<file path="src/rtl/spi_seq_pkg.sv">
package spi_seq_pkg;

  typedef enum logic [2:0] {
    PH_IDLE  = 3'd0,
    PH_PREP  = 3'd1,
    PH_CMD   = 3'd2,
    PH_ADDR  = 3'd3,
    PH_DUMMY = 3'd4,
    PH_WR    = 3'd5,
    PH_RD    = 3'd6,
    PH_DONE  = 3'd7
  } ph_e;

  // first enabled phase strictly after cur; after done comes idle
  function automatic ph_e ph_next(input ph_e cur, input logic [7:0] en);
    ph_e res;
    logic found;
    res   = PH_IDLE;
    found = 1'b0;
    for (int i = 1; i < 8; i++) begin
      if (!found && (i > int'(cur)) && en[i]) begin
        res   = ph_e'(3'(i));
        found = 1'b1;
      end
    end
    return res;
  endfunction

endpackage

</file>
<file path="src/rtl/spi_seq_tick.sv">
module spi_seq_tick #(
  parameter int DIV_W = 8
) (
  input  logic             clk,
  input  logic             rst_n,
  input  logic             run,
  input  logic [DIV_W-1:0] div,
  output logic             tick
);

  logic [DIV_W-1:0] cnt_q, cnt_n;

  assign tick = run && (cnt_q == div);

  always_comb begin
    cnt_n = cnt_q;
    if (!run)      cnt_n = '0;
    else if (tick) cnt_n = '0;
    else           cnt_n = cnt_q + 1'b1;
  end

  always_ff @(posedge clk or negedge rst_n) begin
    if (!rst_n) cnt_q <= '0;
    else        cnt_q <= cnt_n;
  end

  AST_TICK_GAP: assert property (@(posedge clk) disable iff (!rst_n)
    (tick && div != '0) |=> !tick);

endmodule

</file>
<file path="src/rtl/spi_seq_hold.sv">
module spi_seq_hold
  import spi_seq_pkg::*;
(
  input  ph_e        phase,
  input  logic       hold_in,
  input  logic       hold_pol,
  input  logic [5:0] hold_en,
  output logic       stall
);

  logic       active;
  logic [2:0] ph;

  assign active = (hold_in == hold_pol);
  assign ph     = phase;

  always_comb begin
    stall = 1'b0;
    if (active && (ph >= 3'd1) && (ph <= 3'd6))
      stall = hold_en[ph - 3'd1];
  end

endmodule

</file>
<file path="src/rtl/spi_phase_seq.sv">
module spi_phase_seq
  import spi_seq_pkg::*;
#(
  parameter int DW    = 32,
  parameter int DIV_W = 8,
  localparam int LEN_W = $clog2(DW)
) (
  input  logic             clk,
  input  logic             rst_n,
  input  logic             start,
  input  logic [4:0]       phase_en,
  input  logic             cs_setup,
  input  logic             cs_keep,
  input  logic             dummy_sclk_off,
  input  logic             tx_msb_first,
  input  logic             rx_msb_first,
  input  logic             three_wire,
  input  logic             full_duplex,
  input  logic             hold_in,
  input  logic             hold_pol,
  input  logic [5:0]       hold_en,
  input  logic [DIV_W-1:0] clk_div,
  input  logic [LEN_W-1:0] len_prep,
  input  logic [LEN_W-1:0] len_cmd,
  input  logic [LEN_W-1:0] len_addr,
  input  logic [LEN_W-1:0] len_dummy,
  input  logic [LEN_W-1:0] len_wr,
  input  logic [LEN_W-1:0] len_rd,
  input  logic [DW-1:0]    cmd,
  input  logic [DW-1:0]    addr,
  input  logic [DW-1:0]    wdata,
  input  logic             miso,
  input  logic             sio_in,
  output logic             sclk,
  output logic             mosi,
  output logic             mosi_oe,
  output logic             cs_n,
  output logic [DW-1:0]    rdata,
  output logic             done
);

  // reset: asynchronous assert, synchronous release
  logic [1:0] rsync_q;
  logic       srst_n;

  always_ff @(posedge clk or negedge rst_n) begin
    if (!rst_n) rsync_q <= 2'b00;
    else        rsync_q <= {rsync_q[0], 1'b1};
  end
  assign srst_n = rsync_q[1];

  ph_e              phase_q, phase_n;
  logic [LEN_W-1:0] cnt_q, cnt_n;
  logic             hi_q, hi_n;
  logic [DW-1:0]    rdata_q, rdata_n;
  logic             done_q, done_n;

  logic             tick, stall, rise, fall, last;
  logic [7:0]       en_vec;
  logic [LEN_W-1:0] cur_len, tx_idx, rx_pos;
  logic [DW-1:0]    src;
  logic             out_ph, clk_on, sample_en, din;

  spi_seq_tick #(.DIV_W(DIV_W)) u_tick (
    .clk  (clk),
    .rst_n(srst_n),
    .run  (phase_q != PH_IDLE),
    .div  (clk_div),
    .tick (tick)
  );

  spi_seq_hold u_hold (
    .phase   (phase_q),
    .hold_in (hold_in),
    .hold_pol(hold_pol),
    .hold_en (hold_en),
    .stall   (stall)
  );

  assign en_vec = {1'b1, phase_en, cs_setup, 1'b0};

  always_comb begin
    unique case (phase_q)
      PH_PREP:  cur_len = len_prep;
      PH_CMD:   cur_len = len_cmd;
      PH_ADDR:  cur_len = len_addr;
      PH_DUMMY: cur_len = len_dummy;
      PH_WR:    cur_len = len_wr;
      PH_RD:    cur_len = len_rd;
      default:  cur_len = '0;
    endcase
  end

  always_comb begin
    unique case (phase_q)
      PH_CMD:  src = cmd;
      PH_ADDR: src = addr;
      PH_WR:   src = wdata;
      default: src = '0;
    endcase
  end

  assign out_ph    = (phase_q == PH_CMD) || (phase_q == PH_ADDR) || (phase_q == PH_WR);
  assign clk_on    = out_ph || (phase_q == PH_RD) ||
                     ((phase_q == PH_DUMMY) && !dummy_sclk_off);
  assign sample_en = (phase_q == PH_RD) ||
                     ((phase_q == PH_WR) && full_duplex && !three_wire);
  assign din       = three_wire ? sio_in : miso;

  assign tx_idx = tx_msb_first ? (cur_len - cnt_q) : cnt_q;
  assign rx_pos = rx_msb_first ? (cur_len - cnt_q) : cnt_q;
  assign last   = (cnt_q == cur_len);

  // rising half only at a bit boundary, and only when not held
  assign rise = tick && !hi_q && !stall;
  assign fall = tick && hi_q;

  always_comb begin
    phase_n = phase_q;
    cnt_n   = cnt_q;
    hi_n    = hi_q;
    rdata_n = rdata_q;
    done_n  = 1'b0;
    if (phase_q == PH_IDLE) begin
      if (start) begin
        phase_n = ph_next(PH_IDLE, en_vec);
        cnt_n   = '0;
        hi_n    = 1'b0;
        rdata_n = '0;
      end
    end else begin
      if (rise) begin
        hi_n = 1'b1;
        if (sample_en) rdata_n[rx_pos] = din;
      end
      if (fall) begin
        hi_n = 1'b0;
        if (last) begin
          cnt_n   = '0;
          phase_n = ph_next(phase_q, en_vec);
          done_n  = (phase_q == PH_DONE);
        end else begin
          cnt_n = cnt_q + 1'b1;
        end
      end
    end
  end

  always_ff @(posedge clk or negedge srst_n) begin
    if (!srst_n) begin
      phase_q <= PH_IDLE;
      cnt_q   <= '0;
      hi_q    <= 1'b0;
      rdata_q <= '0;
      done_q  <= 1'b0;
    end else begin
      phase_q <= phase_n;
      cnt_q   <= cnt_n;
      hi_q    <= hi_n;
      rdata_q <= rdata_n;
      done_q  <= done_n;
    end
  end

  assign sclk    = hi_q && clk_on;
  assign mosi    = out_ph ? src[tx_idx] : 1'b0;
  assign mosi_oe = !(three_wire && (phase_q == PH_RD));
  assign cs_n    = (phase_q == PH_IDLE) || ((phase_q == PH_DONE) && !cs_keep);
  assign rdata   = rdata_q;
  assign done    = done_q;

  AST_DONE_PULSE: assert property (@(posedge clk) disable iff (!srst_n)
    done |=> !done);
  AST_DONE_CS_FREE: assert property (@(posedge clk) disable iff (!srst_n)
    done |-> cs_n);
  AST_HOLD_NO_RISE: assert property (@(posedge clk) disable iff (!srst_n)
    (stall && !hi_q) |=> !sclk);
  AST_HOLD_FREEZE: assert property (@(posedge clk) disable iff (!srst_n)
    (stall && !hi_q) |=> $stable(cnt_q));
  AST_DUMMY_QUIET: assert property (@(posedge clk) disable iff (!srst_n)
    (phase_q == PH_DUMMY && dummy_sclk_off) |-> !sclk);
  AST_OE_QUIET: assert property (@(posedge clk) disable iff (!srst_n)
    !mosi_oe |-> !mosi);
  AST_MOSI_LOW_CHANGE: assert property (@(posedge clk) disable iff (!srst_n)
    (sclk && $past(sclk) && out_ph && $past(phase_q) == phase_q) |-> $stable(mosi));

endmodule

</file>
<file path="config.mk">
export PLATFORM = sky130hd
export DESIGN_NAME = spi_phase_seq
export DESIGN_NICKNAME = d
export VERILOG_FILES = /design/src/rtl/spi_seq_pkg.sv /design/src/rtl/spi_seq_tick.sv /design/src/rtl/spi_seq_hold.sv /design/src/rtl/spi_phase_seq.sv
export SDC_FILE = /design/constraint.sdc
export NUM_CORES = 1
export LEC_CHECK = 0
export ABC_AREA = 1
export ABC_CLOCK_PERIOD_IN_PS = 6200
export BUFFER_PORTS_ARGS = -buffer_cell sky130_fd_sc_hd__buf_2
export CAP_MARGIN = 40
export CORE_MARGIN = 8
export CORE_UTILIZATION = 53
export CTS_CLUSTER_SIZE = 14
export DETAILED_ROUTE_END_ITERATION = 12
export HOLD_SLACK_MARGIN = 0.03
export PLACE_DENSITY = 0.93
export SYNTH_ARGS = -nofsm -noshare
export SYNTH_HDL_FRONTEND = slang
export SYNTH_HIERARCHICAL = 1
export SYNTH_SLANG_ARGS = --single-unit
</file>
<file path="constraint.sdc">
create_clock -name clk -period 6.2 [get_ports clk]
set_clock_uncertainty 0.1 [all_clocks]
set_input_delay 1.24 -clock clk [delete_from_list [all_inputs] [get_ports clk]]
set_output_delay 1.24 -clock clk [all_outputs]
set_load 0.01 [all_outputs]
</file>
==> flow_metrics.py, run 1 <==
metrics = {
    "floorplanning": {
        "start_util": 0.539,
        "ioPinCount": 196,
        "die_h_um": 110,
        "core_um2": 8640,
        "dieArea_um2": 12000,
        "die_x_um": 110,
        "fp-row-count": 34,
    },
    "hold_path": {
        "holdCritPathClass": "reg2async",
    },
    "power_and_ir_drop": {
        "powerDensity_nw_per_um2": 234,
        "irDropWorstVdd_v": 0.000108,
        "leakage_uw": 0.00330,
    },
    "routing": {
        "drt_iter0_drc": 387,
        "vias": 5529,
        "postRouteAntennaNets": 0,
        "wl_per_cell_um": 14.7,
        "first_pass_iters": 5,
        "drcViolationCount": 0,
        "routed_wl_mm": 15.0,
        "post_drt_via_cell_ratio": 5.40,
    },
    "setup_path": {
        "cp_cell_sequence": "inv_2 -> nand3_1 -> inv_2 -> a22oi_1 -> nand3_1 -> a221oi_1 -> ha_1 -> inv_1 -> fa_1 -> nand2_1 -> o21ai_0 -> buf_4 -> clkinv_1 -> a21oi_1 -> nand3_1 -> a31oi_1 -> nand2_1 -> nand3_1 -> nand2_1 -> o21a_1 -> buf_2",
        "max_stage_delay_ps": 550,
        "critPathBufInv": 6,
        "worstRegToRegCells": 18,
        "timing.rr.start": "phase_q[2]",
        "r2r-end": "rdata[25]",
        "cp_num_cells": 21,
        "critPathMaxFanout": 37,
        "crit_family": "compound AO/OA/AOI/OAI gates",
        "required_ps": 4860,
        "cp-start-kind": "flip-flop",
        "worst-r2r-setup-slack_ps": 2020,
        "critPathCaptureType": "output pin",
        "crit_arrival_ps": 4330,
        "crit_path_frequent_cell": "nand3_1",
        "path_class": "reg2out",
        "cp-startpoint": "phase_q[2]",
        "crit_end": "mosi",
        "cp_slowest_cell": "dfrtp_1",
    },
    "sta": {
        "fmax_mhz": 176,
        "maxSlewViolCount": 0,
        "fin_crit_ps": 5670,
        "worst_hold_slack_ps": 202,
        "final-setup-viol-count": 0,
        "rsz0062_at_grt": "false",
        "final-hold-violation-count": 0,
        "post-route-period-util": 0.914,
        "setup_tns_ps": 0,
        "slew_headroom": 0.396,
        "tightestPinTransition_ps": 902,
    },
    "logic_synthesis": {
        "synth_most_common_cell": "nand2_1",
        "synth_top_area_share": 0.280,
        "synth-edff-count": 0,
        "ys_warn_count": 6,
        "synth.avg_cell_area_um2": 6.29,
        "synth.distinct_cells": 46,
        "synth_area_leaders": "dfrtp_1 (28%), nand2_1 (26%), nand4_1 (7.4%)",
        "yosys.area.top_type": "dfrtp_1",
        "ys_ff_latch": 52,
        "syn_area_um2": 4650,
        "synth-main-ff-cell": "dfrtp_1",
        "synthTopCellsByCount": "nand2_1 (321), nand4_1 (55), dfrtp_1 (52)",
        "syn_nets": 908,
        "ys_seq_area_frac": 0.280,
        "synth_cells": 739,
        "synthArstFlopShare": 1.00,
    },
    "global_route": {
        "grt_overflow": 0,
        "grtUsageTotal": 0.243,
        "grt_max_degree": 55,
        "antenna_found_initial": 0,
        "grt_pass1_vias": 5038,
        "grt_pass1_wl_mm": 23.8,
    },
    "clock_tree": {
        "numClockSinks": 52,
        "root_buffer": "clkbuf_8",
        "cts_hold_buffers": 0,
        "post_cts_resized": 0,
        "clk_pin_slew_ps": 100,
        "cts_buffer_depth": 2,
        "cts_tree": "built",
        "post-cts-setup-buffer-count": 0,
        "cts_buffers": 5,
        "htree_levels": 2,
        "clock_latency_ps": 310,
    },
    "final_layout": {
        "nets": 1084,
        "drive_above_1_share": 0.282,
        "antenna_cells": 0,
        "syn_to_final_growth_pct": 24.0,
    },
    "place": {
        "place_congestion": 0.923,
        "portBuffers": 195,
        "post-dp-hpwl_mm": 11.7,
    },
    "job": {
        "cap_violations": 0,
    },
    "status": {
        "status": "finished, final reports clean",
    },
}
## metrics by stage
stage               power (µW)  setup WS, ps  instance area [µm²]  utilization  std cells
CTS                       1340           560                 5770        0.668       1024
finish                    1350           531                 5770        0.668       1024
global route              1450          93.1                 5770        0.668       1024
floorplan                  958          1380                 4650            -        739
global placement          1120           741                 5640        0.653       1014
detailed placement        1150           668                 5680        0.657       1016
## sequential cells by signal, summed over array words and instances, names as in the netlist
signal and count:
done 1, rsync_q 2, u_tick/cnt_q 8, phase_q 3
rdata 32, hi_q 1, cnt_q 5
## kinds of logic after synthesis
family,count (synthesis),synth area share
DFF,52,0.280
other,1,0.000806
adders and majority gates,10,0.0285
AOI/OAI and AO/OA,60,0.0820
buffers and inverters,85,0.0783
and+or+nand+nor,517,0.504
xor gates and xnor gates,13,0.0245
muxes,1,0.00242
## layout make-up
| class | count | area, µm² |
|---|---|---|
| tap | 108 | 135 |
| sequential | 52 | 1300 |
| multi-input combinational | 602 | 2990 |
| clock inverter | 2 | 16.3 |
| inverter | 52 | 195 |
| fill | 823 | 2870 |
| clock buffer | 6 | 72.6 |
| timing repair buffer | 202 | 1060 |
## how the worst min path moves through the flow
stage,from,end,cells past startpoint
after floorplan,rsync_q[0],rsync_q[1],0
after global placement,rsync_q[0],rsync_q[1],0
after detailed placement,rsync_q[1],rdata[17],0
after CTS,rsync_q[1],u_tick/cnt_q[7],0
after global routing,rsync_q[1],rdata[17],0
final,rsync_q[1],u_tick/cnt_q[7],0
## placed cells by master (no fill, tap or decap), types with 2 or more instances in the layout
cell,count
ha_1,9
clkinv_1,2
nand4_2,11
xor2_1,7
nand3_1,51
buf_2,195
o211ai_1,3
a31oi_1,4
nor2_4,2
o21ai_1,6
a221oi_1,3
nor2_2,9
nand4_1,55
inv_2,9
a211oi_1,3
nand2_2,8
clkbuf_8,5
a21oi_1,7
o22ai_1,4
xnor2_1,6
dfrtp_1,51
nand2_4,2
nand3_2,3
inv_1,41
nand2_1,321
buf_4,5
nor2_1,50
o21ai_0,15
a22oi_1,9
## worst register-to-register path, cell delays in order (launching register included)
cell,delay [ps]
dfrtp_1,550
inv_2,140
nand3_1,120
inv_2,240
a22oi_1,240
nand3_1,100
a221oi_1,320
ha_1,240
inv_1,60
fa_1,410
xnor2_1,200
o21ai_1,80
buf_4,210
inv_1,560
nand4_1,230
nand2_1,100
nand2_1,50
nand2_1,80
nand2_1,50
## report_power, final
part / total (µW) / switching [µW] / internal [µW]
logic: 724 / 462 / 263
clock network: 196 / 115 / 80.6
registers: 430 / 52.1 / 378
total: 1350 / 629 / 721
## layer usage
metal	track usage	vias up	part of all wire
li1	-	2787	-
met1	0.321	2491	0.41
met2	0.404	225	0.49
met3	0.0422	26	0.079
met4	0.0579	0	0.018
met5	0	-	0
(Power assumes the default switching activity.)
==> inputs of run 2 (changes only) <==
==> constraint.sdc (replaced) <==
create_clock -name clk -period 6.2 [get_ports clk]
set_clock_uncertainty 0.1 [all_clocks]
set_input_delay 0.93 -clock clk [delete_from_list [all_inputs] [get_ports clk]]
set_output_delay 0.93 -clock clk [all_outputs]
set_load 0.01 [all_outputs]
==> run 2 against run 1 <==
- total power up 0.72%
- non-clock buffer count down 1
- clock-buffer cell count down 1
- die area unchanged
- core utilization about the same
- final cell count unchanged
==> flow_metrics.py, run 2 (same netlist as run 1, synthesis figures left out) <==
metrics = {
    "final_layout": {
        "syn_to_final_growth_pct": 23.9,
        "layout_commonest_cell": "nand2_1",
        "layout_common_cells": "nand2_1 (321), buf_2 (195), nand4_1 (55)",
        "nets": 1083,
        "largest_reg_flops": 32,
        "fillers": 820,
        "drive_above_1_share": 0.282,
    },
    "floorplanning": {
        "ioPinCount": 196,
        "start_util": 0.539,
        "die_h_um": 110,
        "die_x_um": 110,
        "dieArea_um2": 12000,
        "fp-row-count": 34,
        "core_um2": 8640,
    },
    "routing": {
        "post_drt_via_cell_ratio": 5.50,
        "vias": 5636,
        "drt_iter0_drc": 372,
        "wl_per_cell_um": 15.1,
        "drcViolationCount": 0,
        "routed_wl_mm": 15.5,
        "postRouteAntennaNets": 0,
        "first_pass_iters": 5,
    },
    "global_route": {
        "grt_overflow": 0,
        "antenna_found_initial": 0,
        "grt_max_degree": 55,
        "grt_pass1_vias": 5299,
        "grtUsageTotal": 0.255,
        "grt_pass1_wl_mm": 25.0,
    },
    "sta": {
        "post-route-period-util": 0.912,
        "final-setup-viol-count": 0,
        "final-hold-violation-count": 0,
        "setup_ws_ps": 549,
        "rsz0062_at_grt": "false",
        "fmax_mhz": 177,
        "maxSlewViolCount": 0,
        "tightestPinTransition_ps": 910,
        "fin_crit_ps": 5650,
        "setup_tns_ps": 0,
        "slew_headroom": 0.391,
    },
    "clock_tree": {
        "cts_buffer_depth": 2,
        "htree_levels": 2,
        "cts_hold_buffers": 0,
        "cts_tree": "built",
        "clock_latency_ps": 310,
        "root_buffer": "clkbuf_8",
        "cts_buffers": 5,
        "numClockSinks": 52,
        "clk_pin_slew_ps": 100,
        "post-cts-setup-buffer-count": 0,
        "post_cts_resized": 0,
    },
    "job": {
        "cap_violations": 0,
    },
    "place": {
        "place_congestion": 0.957,
        "portBuffers": 195,
        "post-dp-hpwl_mm": 12.1,
        "dpl_worst_slack_ps": 980,
    },
    "setup_path": {
        "cp-start-kind": "flip-flop",
        "crit_arrival_ps": 4620,
        "worst-r2r-setup-slack_ps": 1700,
        "path_class": "reg2out",
        "cp-startpoint": "phase_q[0]",
        "required_ps": 5170,
        "timing.rr.start": "phase_q[0]",
        "worstRegToRegCells": 18,
        "r2r-end": "rdata[24]",
        "critPathCaptureType": "output pin",
        "critPathMaxFanout": 37,
    },
    "power_and_ir_drop": {
        "leakage_uw": 0.00330,
        "clock_power_share": 0.146,
        "p_sw_frac": 0.470,
        "seq_power_share": 0.317,
        "powerDensity_nw_per_um2": 236,
        "power_frac_comb": 0.537,
        "p_sw_uw": 638,
        "p_int_uw": 721,
        "irDropWorstVdd_v": 0.000108,
    },
    "hold_path": {
        "holdCritPathClass": "reg2async",
    },
    "status": {
        "status": "finished, final reports clean",
    },
}
-- run 2: changes by cell type in the layout (fill, tap and decap cells not counted) --
| cell | before | now |
|---|---|---|
| buf_4 | 5 | 4 |
| clkbuf_1 | 1 | 0 |
| clkinv_2 | 0 | 1 |
| clkinvlp_4 | 1 | 0 |
| diode_2 | 0 | 1 |
| inv_6 | 0 | 1 |
-- run 2: area by class of cell --
| type | instances | area [µm²] | share of cell area |
|---|---|---|---|
| Multi-Input combinational cell | 602 | 2990 | 0.519 |
| Timing Repair Buffer | 201 | 1050 | 0.182 |
| Sequential cell | 52 | 1300 | 0.226 |
| Clock buffer | 5 | 68.8 | 0.0119 |
| Inverter | 52 | 195 | 0.0339 |
| Antenna cell | 1 | 2.50 | 0.000434 |
| Clock inverter | 3 | 22.5 | 0.00391 |
| Tap cell | 108 | 135 | 0.0234 |
-- run 2: how the worst max path moves through the flow --
stage / cells after the start / slack [ps] / to
after global placement: 21 / 1080 / mosi
final: 21 / 550 / mosi
after floorplan: 22 / 1910 / mosi
after CTS: 21 / 600 / mosi
after global routing: 21 / 160 / mosi
after detailed placement: 21 / 980 / mosi
-- run 2: per-stage QoR --
stage	area, µm²	total power (µW)	hold slack [ps]	cells	utilization
after global routing	5760	1470	270	1023	0.667
after CTS	5760	1360	238	1023	0.667
final	5760	1360	212	1024	0.667
after global placement	5630	1120	235	1013	0.652
after detailed placement	5670	1150	230	1015	0.657
after floorplan	4650	958	231	739	-
-- run 2: worst max-delay path: stages, from the launching register on --
cell,delay (ps)
dfrtp_1,750
inv_1,240
nand3_1,160
inv_2,260
a22oi_1,240
nand3_1,90
a221oi_1,290
ha_1,230
inv_1,60
fa_1,510
nand2_1,50
o21ai_0,70
buf_4,200
clkinv_1,250
a21oi_1,190
nand3_1,80
a31oi_1,130
nand2_1,70
nand3_1,80
nand2_1,50
o21a_1,170
buf_2,140
-- run 2: power groups by stage --
stage	registers, µW	logic [µW]	clock network, µW
after CTS	430	722	205
final	431	730	199
after global placement	437	685	0
after global routing	439	813	216
after floorplan	425	533	0
after detailed placement	437	717	0
-- run 2: routing by layer --
layer	wire, µm	vias to the layer above	global-route usage	part of all wire
li1	-	2787	-	-
met1	6390	2577	0.330	0.41
met2	7540	243	0.425	0.49
met3	1270	29	0.0416	0.082
met4	298	0	0.0771	0.019
met5	0	-	0	0
==> inputs of run 3 (changes only) <==
--- a/config.mk
+++ b/config.mk
@@ -6,15 +6,15 @@
 export NUM_CORES = 1
 export LEC_CHECK = 0
 export ABC_AREA = 1
-export ABC_CLOCK_PERIOD_IN_PS = 6200
+export ABC_CLOCK_PERIOD_IN_PS = 4720
 export BUFFER_PORTS_ARGS = -buffer_cell sky130_fd_sc_hd__buf_2
 export CAP_MARGIN = 40
 export CORE_MARGIN = 8
-export CORE_UTILIZATION = 53
+export CORE_UTILIZATION = 45
 export CTS_CLUSTER_SIZE = 14
 export DETAILED_ROUTE_END_ITERATION = 12
 export HOLD_SLACK_MARGIN = 0.03
-export PLACE_DENSITY = 0.93
+export PLACE_DENSITY = 0.85
 export SYNTH_ARGS = -nofsm -noshare
 export SYNTH_HDL_FRONTEND = slang
 export SYNTH_HIERARCHICAL = 1
==> constraint.sdc (replaced) <==
create_clock -name clk -period 4.72 [get_ports clk]
set_clock_uncertainty 0.1 [all_clocks]
set_input_delay 0.708 -clock clk [delete_from_list [all_inputs] [get_ports clk]]
set_output_delay 0.708 -clock clk [all_outputs]
set_load 0.01 [all_outputs]
==> run 3 against run 2 <==
- non-clock buffer count is 5 higher
- combinational power is 30% higher
- sequential power is 31% higher
- largest cell class unchanged
==> flow_metrics.py, run 3 (same netlist as run 1, synthesis figures left out) <==
metrics = {
    "routing": {
        "wl_per_cell_um": 15.4,
        "postRouteAntennaNets": 0,
        "first_pass_iters": 5,
        "post_drt_via_cell_ratio": 5.21,
        "vias": 5502,
        "routed_wl_mm": 16.3,
        "drt_iter0_drc": 449,
        "drcViolationCount": 0,
    },
    "setup_path": {
        "max_stage_delay_ps": 510,
        "critPathCaptureType": "output pin",
        "cp_slowest_cell": "fa_1",
        "cp-start-kind": "flip-flop",
        "cp_cell_sequence": "buf_4 -> nand3_1 -> inv_2 -> a221oi_1 -> ha_1 -> inv_1 -> fa_1 -> nand2_1 -> o21ai_0 -> inv_2 -> a21oi_1 -> nand3_1 -> a31oi_1 -> nand2_1 -> nand3_1 -> nand2_1 -> o21a_1 -> buf_2",
        "critPathMaxFanout": 17,
        "crit_arrival_ps": 3570,
        "critPathBufInv": 5,
        "crit_family": "compound AO/OA/AOI/OAI gates",
        "path_class": "reg2out",
        "required_ps": 3910,
    },
    "clock_tree": {
        "post-cts-setup-buffer-count": 0,
        "numClockSinks": 52,
        "clock_latency_ps": 310,
        "cts_buffers": 5,
        "post_cts_resized": 0,
        "root_buffer": "clkbuf_8",
        "cts_buffer_depth": 2,
        "htree_levels": 2,
        "cts_tree": "built",
        "cts_hold_buffers": 0,
        "clk_pin_slew_ps": 100,
    },
    "sta": {
        "maxSlewViolCount": 0,
        "final-setup-viol-count": 0,
        "final-hold-violation-count": 0,
        "tightestPinTransition_ps": 806,
        "slew_headroom": 0.461,
        "rsz0062_at_grt": "false",
        "post-route-period-util": 0.928,
        "setup_tns_ps": 0,
        "fin_crit_ps": 4380,
        "fmax_mhz": 228,
        "worst_hold_slack_ps": 59.5,
    },
    "global_route": {
        "grt_max_degree": 55,
        "grt-busiest-layer": "met2",
        "grt_pass1_wl_mm": 26.7,
        "met2_usage": 0.379,
        "grt_pass1_vias": 5284,
        "use_met3": 0.0417,
        "grt_overflow": 0,
        "antenna_found_initial": 0,
        "use_met1": 0.303,
        "grtUsageTotal": 0.228,
    },
    "floorplanning": {
        "start_util": 0.457,
        "fp-row-count": 37,
        "die_h_um": 118,
        "dieArea_um2": 13800,
        "core_um2": 10200,
        "ioPinCount": 196,
        "die_x_um": 118,
    },
    "job": {
        "cap_violations": 0,
    },
    "hold_path": {
        "holdCritPathClass": "in2async",
    },
    "final_layout": {
        "nets": 1088,
        "layout_common_cells": "nand2_1 (321), buf_2 (195), nand4_1 (55)",
        "layout_commonest_cell": "nand2_1",
        "syn_to_final_growth_pct": 26.1,
        "largest_reg_flops": 32,
        "drive_above_1_share": 0.289,
    },
    "place": {
        "portBuffers": 195,
        "place_congestion": 0.993,
        "post-dp-hpwl_mm": 12.8,
    },
    "power_and_ir_drop": {
        "irDropWorstVdd_v": 0.000181,
        "leakage_uw": 0.00334,
        "powerDensity_nw_per_um2": 313,
    },
    "status": {
        "status": "finished, final reports clean",
    },
}
## run 3: cell count changes in the layout (fill, tap and decap cells not counted), moves of 2 or more
cell,change
buf_12,+2
buf_4,+5
dfrtp_1,-2
dfrtp_2,+2
## run 3: stage by stage
stage | cells | util | total power (µW) | area (µm²) | setup slack (ps)
3_3_place_gp | 1046 | 0.560 | 1480 | 5700 | 489
3_5_place_dp | 1048 | 0.564 | 1500 | 5740 | 411
2_1_floorplan | 739 | - | 1260 | 4650 | 653
4_1_cts | 1056 | 0.576 | 1830 | 5860 | 45.1
5_1_grt | 1056 | 0.576 | 1980 | 5860 | 22.6
6_report | 1057 | 0.576 | 1840 | 5870 | 339
## run 3: worst paths after layout
| kind | start | endpoint | slack (ps) | depth (start not counted) |
|---|---|---|---|---|
| worst max-delay path | phase_q[0] | mosi | 340 | 18 |
| worst min-delay path | rst_n | rsync_q[1] | 60 | 1 |
| worst max register to register | phase_q[0] | rdata[24] | 1060 | 16 |
| worst min register to register | rsync_q[1] | rdata[14] | 160 | 0 |
| max in group asynchronous | rsync_q[1] | rdata[25] | 3820 | 1 |
| min in group clk | rsync_q[0] | rsync_q[1] | 260 | 0 |
## run 3: worst register-to-register path, delay by kind of cell, from the launching register on
family / cells / cell delay, ps
DFF: 1 / 450
adders and majority gates: 2 / 630
buffers and inverters: 5 / 1170
xor gates and xnor gates: 1 / 190
AOI/OAI and AO/OA: 2 / 420
and+or+nand+nor: 6 / 600
## run 3: cell type report
class,count,area [µm²]
clock buffers,6,82.6
repair buffers,206,1080
diodes,1,2.50
flip-flops and latches,52,1310
clock inverters,2,38.8
multi-input cells,602,2990
well taps,136,170
inverters,52,195
fillers,1050,4320
## run 3: per-layer routing
| metal | wire length [µm] | vias to the layer above |
|---|---|---|
| met4 | 178 | 0 |
| met1 | 7220 | 2498 |
| met3 | 1140 | 14 |
| li1 | - | 2800 |
| met2 | 7760 | 190 |
| met5 | 0 | - |
## run 3: power breakdown
group          internal (µW)  switching [µW]
logic                    343             602
registers                496            67.0
clock network            174             153
total                   1010             823
